$ cat src/rtl/sym_enc_pkg.sv
package sym_enc_pkg;
  typedef struct packed {
    logic i;
    logic q;
  } sym_t;

  // position on the 00,01,11,10 cycle
  function automatic logic [1:0] gray_to_idx(sym_t s);
    return {s.i, s.i ^ s.q};
  endfunction

  function automatic sym_t idx_to_gray(logic [1:0] idx);
    sym_t s;
    s.i = idx[1];
    s.q = idx[1] ^ idx[0];
    return s;
  endfunction
endpackage

$ cat src/rtl/bit_pairer.sv
module bit_pairer
  import sym_enc_pkg::*;
(
  input  logic clk_i,
  input  logic rst_ni,
  input  logic bit_stb_i,
  input  logic bit_i,
  input  logic bpsk_i,
  input  logic realign_i,
  output sym_t sym_o
);
  logic phase_q;
  logic first_q;

  always_ff @(posedge clk_i or negedge rst_ni) begin
    if (!rst_ni) begin
      phase_q <= 1'b0;
      first_q <= 1'b0;
      sym_o   <= '0;
    end else if (bit_stb_i) begin
      if (bpsk_i) begin
        sym_o   <= '{i: bit_i, q: 1'b0};
        phase_q <= 1'b0;
      end else if (phase_q && !realign_i) begin
        sym_o   <= '{i: first_q, q: bit_i};
        phase_q <= 1'b0;
      end else begin
        first_q <= bit_i;
        phase_q <= 1'b1;
      end
    end else if (realign_i) begin
      phase_q <= 1'b0;
    end
  end
endmodule

$ cat src/rtl/diff_coder.sv
module diff_coder
  import sym_enc_pkg::*;
(
  input  logic clk_i,
  input  logic rst_ni,
  input  logic stb_i,
  input  logic bpsk_i,
  input  logic diff_en_i,
  input  sym_t raw_i,
  output sym_t sym_o,
  output logic vld_o
);
  logic diff_d_q;
  sym_t ref_s, enc_s, out_s;

  always_comb begin
    ref_s = (diff_en_i && !diff_d_q) ? '0 : sym_o;
    if (bpsk_i) begin
      enc_s.i = raw_i.i ^ ref_s.i;
      enc_s.q = 1'b0;
    end else begin
      enc_s = idx_to_gray(gray_to_idx(raw_i) + gray_to_idx(ref_s));
    end
    out_s = diff_en_i ? enc_s : raw_i;
    if (bpsk_i) out_s.q = 1'b0;
  end

  always_ff @(posedge clk_i or negedge rst_ni) begin
    if (!rst_ni) begin
      sym_o    <= '0;
      vld_o    <= 1'b0;
      diff_d_q <= 1'b0;
    end else begin
      vld_o <= stb_i;
      if (stb_i) begin
        sym_o    <= out_s;
        diff_d_q <= diff_en_i;
      end
    end
  end
endmodule

$ cat src/rtl/burst_tracker.sv
module burst_tracker #(
  parameter int unsigned ON_DLY  = 2,
  parameter int unsigned OFF_DLY = 11
) (
  input  logic clk_i,
  input  logic rst_ni,
  input  logic burst_en_i,
  input  logic sym_stb_i,
  output logic rise_o,
  output logic reload_o,
  output logic act_o
);
  localparam int unsigned MaxDly = (ON_DLY > OFF_DLY) ? ON_DLY : OFF_DLY;
  localparam int unsigned CntW   = (MaxDly > 1) ? $clog2(MaxDly) : 1;
  localparam logic [CntW-1:0] OnLast  = CntW'(ON_DLY - 1);
  localparam logic [CntW-1:0] OffLast = CntW'(OFF_DLY - 1);

  logic            en_q;
  logic [CntW-1:0] cnt_q;
  logic [CntW-1:0] lim_s;

  assign rise_o = burst_en_i && !en_q;
  assign lim_s  = burst_en_i ? OnLast : OffLast;

  always_ff @(posedge clk_i or negedge rst_ni) begin
    if (!rst_ni) begin
      en_q     <= 1'b0;
      reload_o <= 1'b0;
      act_o    <= 1'b0;
      cnt_q    <= '0;
    end else begin
      en_q     <= burst_en_i;
      reload_o <= rise_o;
      if (burst_en_i == act_o) begin
        cnt_q <= '0;
      end else if (sym_stb_i) begin
        if (cnt_q == lim_s) begin
          act_o <= ~act_o;
          cnt_q <= '0;
        end else begin
          cnt_q <= cnt_q + 1'b1;
        end
      end
    end
  end
endmodule

$ cat src/rtl/sym_diff_enc.sv
module sym_diff_enc
  import sym_enc_pkg::*;
#(
  parameter int unsigned ON_DLY  = 2,
  parameter int unsigned OFF_DLY = 11
) (
  input  logic clk_i,
  input  logic rst_ni,
  input  logic bit_stb_i,
  input  logic bit_i,
  input  logic sym_stb_i,
  input  logic bpsk_i,
  input  logic diff_en_i,
  input  logic burst_en_i,
  output logic sym_i_o,
  output logic sym_q_o,
  output logic sym_vld_o,
  output logic reload_o,
  output logic burst_act_o
);
  sym_t raw_s, enc_s;
  logic rise_s;

  burst_tracker #(.ON_DLY(ON_DLY), .OFF_DLY(OFF_DLY)) u_burst (
    .clk_i, .rst_ni, .burst_en_i, .sym_stb_i,
    .rise_o(rise_s), .reload_o, .act_o(burst_act_o)
  );

  bit_pairer u_pair (
    .clk_i, .rst_ni, .bit_stb_i, .bit_i, .bpsk_i,
    .realign_i(rise_s), .sym_o(raw_s)
  );

  diff_coder u_code (
    .clk_i, .rst_ni, .stb_i(sym_stb_i), .bpsk_i, .diff_en_i,
    .raw_i(raw_s), .sym_o(enc_s), .vld_o(sym_vld_o)
  );

  assign sym_i_o = enc_s.i;
  assign sym_q_o = enc_s.q;
endmodule

$ cat config.mk
export PLATFORM = sky130hd
export DESIGN_NAME = sym_diff_enc
export DESIGN_NICKNAME = d
export VERILOG_FILES = /design/src/rtl/sym_enc_pkg.sv /design/src/rtl/bit_pairer.sv /design/src/rtl/diff_coder.sv /design/src/rtl/burst_tracker.sv /design/src/rtl/sym_diff_enc.sv
export SDC_FILE = /design/constraint.sdc
export NUM_CORES = 1
export LEC_CHECK = 0
export ABC_CLOCK_PERIOD_IN_PS = 1900
export CORE_MARGIN = 2
export CORE_UTILIZATION = 51
export DETAILED_ROUTE_END_ITERATION = 6
export GPL_TIMING_DRIVEN = 0
export PLACE_DENSITY_LB_ADDON = 0.1
export SLEW_MARGIN = 0
export SYNTH_ARGS = -nofsm -noshare
export SYNTH_HDL_FRONTEND = slang
export SYNTH_HIERARCHICAL = 1
export SYNTH_SLANG_ARGS = --single-unit
$ cat constraint.sdc
create_clock -name clk_i -period 1.9 [get_ports clk_i]
set_input_delay 0.19 -clock clk_i [delete_from_list [all_inputs] [get_ports clk_i]]
set_output_delay 0.19 -clock clk_i [all_outputs]
set_load 0.05 [all_outputs]
==> summary.txt, run 1 <==
Status
  – Outcome: complete, no violations

Clocking
  – Clock root buffer: clkbuf_4
  – Worst-Skew Late Latency: 0.28 ns
  – CTS tree: yes
  – Post-CTS setup buffers: 0
  – Clock transition at path regs: approximately 0.09 ns
  – Cts hold-fix bufs: 0
  – CTS resizes: 0
  – Clock buffer depth: 2
  – H-tree levels: 1
  – Clock tree sinks: 15
  – Cts bufs inserted: 3

STA
  – RSZ-0062 raised after global routing: false
  – Hold Vio Cnt, Final: 0
  – Worst slew pin tran: 0.6767 ns
  – Period minus WS final: ~1.7 ns
  – Slew HR: 54.75%
  – Setup Skew: between 0.0009 and 0.001 ns
  – Final period util: 91.44%
  – FMAX: about 0.58 GHz
  – Final setup viols: 0
  – Max Slew Vio Count: 0

Setup path
  – R2r startpoint: u_code/sym_o[1]
  – Critical path class: reg2reg
  – CP Max Fanout: 5
  – Critical Path RT: between 2 and 2.5 ns
  – Worst r2r path cells: 7
  – Setup slack, reg-to-reg: 0.16 ns
  – CP endpoint kind: register
  – Arrival @ worst endpoint: between 1.5 and 2 ns
  – Reg2reg end: u_code/sym_o[1]
  – Critical Path Source Type: register

Yosys
  – Syn_nets: between 80 and 90
  – Register area share after synthesis: between 40% and 50%
  – Syn_area_per_cell: 10.52 sq um
  – Ys async rst share: between 90% and 100%
  – YS warnings: 6
  – Compound-Gate Fraction of Synth Area: between 10% and 20%
  – Cell taking the most area after synthesis: dfrtp_1
  – Mux share of post-synthesis cell area: about 5.9%
  – Synth Area in Adders: under 10%
  – Largest cells by area after synthesis: dfrtp_1 (46%), xnor2_1 (4.3%), nand2_1 (4.1%), mux2_1 (4.1%), nand2b_1 (3.8%)
  – Synth Flop Type: dfrtp_1
  – Simple-gate share of the synthesized area: between 15 and 20%
  – Number of flops mapped to enable cells by yosys: 0
  – Synth cell count leaders: dfrtp_1 (15), nand2_1 (9), nand2b_1 (5), o21ai_0 (5)
  – Netlist Area Pre-Place: between 800 and 900 sq um
  – Post-Synth XOR/XNOR Area: 6.402%
  – Largest family of logic cells by synthesized area: simple AND/OR/NAND/NOR gates
  – Syn Inst Count: slightly below 80
  – Most frequent cell after synthesis: dfrtp_1
  – Post-synthesis cell type count: 30
  – Post-synth top area share: about 46%
  – Synth Register Bits: 15

Drt
  – Drt first pass iters: 4
  – Remaining DRCs: 0
  – Via count: roughly 630
  – Starting DRC count in detailed routing: 6
  – DR vias/cell: around 5.7
  – Routed wire length: between 1000 and 1500 microns
  – Post-route ant nets: 0
  – Drt wl/cell: ~13 microns

Global routing
  – Vias in the first global route: approximately 560
  – Largest net degree at the start of global routing: 18
  – First-pass GRT wire length: between 2000 and 2500 microns
  – All-Layer GR Usage: roughly 17%
  – Antenna violations before repair: 0
  – Overflow after GRT: 0

Floorplanning
  – # IOs: 13
  – Die W: around 44 microns
  – DIE AREA: 1946 sq um
  – Initial Utilization: 54.49%
  – Core Footprint: roughly 1500 sq um
  – Rows: 14
  – Die H: roughly 44 microns

Placed design
  – Placed Cells: roughly 110
  – IO Port Bufs: 12
  – RePlAce Congestion: between 0.7 and 0.8
  – Post-DP HPWL: 1015 microns

Power
  – Lkg Pwr: 0.4148 nW
  – Maximum vdd ir drop: between 0.8 and 0.9 mV
  – Int Power: between 0.6 and 0.7 mW
  – Share of power burned in registers: roughly 41%
  – Clock share of power: between 15 and 20%
  – Switching Share: 39.23%
  – PwrDens: approximately 1200 nW/um^2
  – Overall power: approximately 1.1 mW
  – Combinational share of power: between 40% and 50%
  – Switching power: around 0.45 mW

Hold path
  – Worst Hold Class: in2async

Layout
  – N_diodes: 0
  – Fill count: approximately 120
  – Finished Layout Cells: 110
  – Final net count: around 110
  – Layout cells sized above 1: between 8 and 9%
  – Area grow syn2layout: 20.43%

Flow run
  – Max cap viols: 0
==> per-stage QoR <==
step	worst slack, ns	utilization, %	instance area (sq um)	setup TNS (ns)	hold WS (ns)
2_1_floorplan	0.03175	-	820.8	0	-0.1056
3_3_place_gp	-0.04269	63.79	960.9	-0.04269	0.4146
3_5_place_dp	-0.05572	63.79	960.9	-0.05572	0.4072
4_1_cts	0.1581	65.61	988.4	0	0.3390
5_1_grt	0.02353	65.61	988.4	0	0.3749
6_report	0.1627	65.61	988.4	0	0.3147
==> worst max-delay path by stage <==
stage | from | endpoint
floorplan | u_code/sym_o[1] | u_code/sym_o[1]
global placement | diff_en_i | u_code/sym_o[1]
detailed placement | diff_en_i | u_code/sym_o[1]
CTS | u_burst/act_o | burst_act_o
global route | u_code/sym_o[1] | u_code/sym_o[1]
finish | u_code/sym_o[1] | u_code/sym_o[1]
==> layer usage <==
| layer | track usage (%) | vias to the layer above | wire length (microns) |
|---|---|---|---|
| li1 | - | 323 | - |
| met1 | 21.78 | 292 | 734 |
| met2 | 27.06 | 12 | 648 |
| met3 | 2.449 | 2 | 51 |
| met4 | 9.091 | 0 | 9 |
| met5 | 0 | - | 0 |
==> worst max-delay path, stage by stage, from the launching register on <==
cell and delay, ns:
dfrtp_1 0.43, xnor2_1 0.14, a21oi_1 0.13, ha_1 0.25, nand2b_1 0.10, mux2_1 0.32, o22ai_1 0.15, a21oi_1 0.08
==> cells by family after synthesis <==
family                     after synthesis
and+or+nand+nor                         26
AOI/OAI and AO/OA                       23
DFF                                     15
xor gates and xnor gates                 6
muxes                                    4
buffers and inverters                    2
adders and majority gates                2
==> registers in the layout (all words and copies together), names as in the netlist <==
signal            count
u_pair/first_q        1
u_code/vld_o          1
u_code/diff_d_q       1
u_burst/act_o         1
u_code/sym_o          2
u_burst/cnt_q         4
u_pair/phase_q        1
u_pair/sym_o          2
u_burst/reload_o      1
u_burst/en_q          1
==> power by group through the flow <==
| stage | Combinational, mW | Clock (mW) | Sequential (mW) |
|---|---|---|---|
| 3_3_place_gp | 0.487 | 0 | 0.470 |
| 5_1_grt | 0.538 | 0.199 | 0.481 |
| 3_5_place_dp | 0.495 | 0 | 0.473 |
| 2_1_floorplan | 0.273 | 0 | 0.556 |
| 4_1_cts | 0.498 | 0.192 | 0.466 |
| 6_report | 0.495 | 0.178 | 0.467 |
==> cell type report <==
| type | count | area (sq um) | share of cell area [%] |
|---|---|---|---|
| multi-input cells | 61 | 437.9 | 44.30 |
| flip-flops and latches | 15 | 375.4 | 37.97 |
| repair buffers | 12 | 120.1 | 12.15 |
| clock buffers | 3 | 22.52 | 2.278 |
| well taps | 16 | 20.02 | 2.025 |
| inverters | 2 | 7.507 | 0.7595 |
| clock inverters | 1 | 5.005 | 0.5063 |
==> cells in the final DEF, fill, tap and decap left out, drive strengths merged, types with 2 or more instances in the layout <==
cell and instances:
dfrtp 15, clkdlybuf4s50 12, nand2 9, o21ai 6
nand2b 5, xnor2 4, a21oi 4, o22ai 4
mux2 4, clkbuf 3, nor2b 2, nand4bb 2
or3b 2, ha 2, inv 2, xor2 2
a31oi 2
Power figures use the tool's default switching activity.
==> run 2: changes to the inputs <==
MAX_ROUTING_LAYER = met4   (was not set)
SKIP_CTS_REPAIR_TIMING = 1   (was not set)
==> results of run 2 <==
Same layout as run 1: the final DEF is identical, and so are final timing and power.
Main changes from that run: final weighted congestion in routability-driven placement 0.7684 -> 0.7787; overall routing resource usage 16.81% -> 17.33%
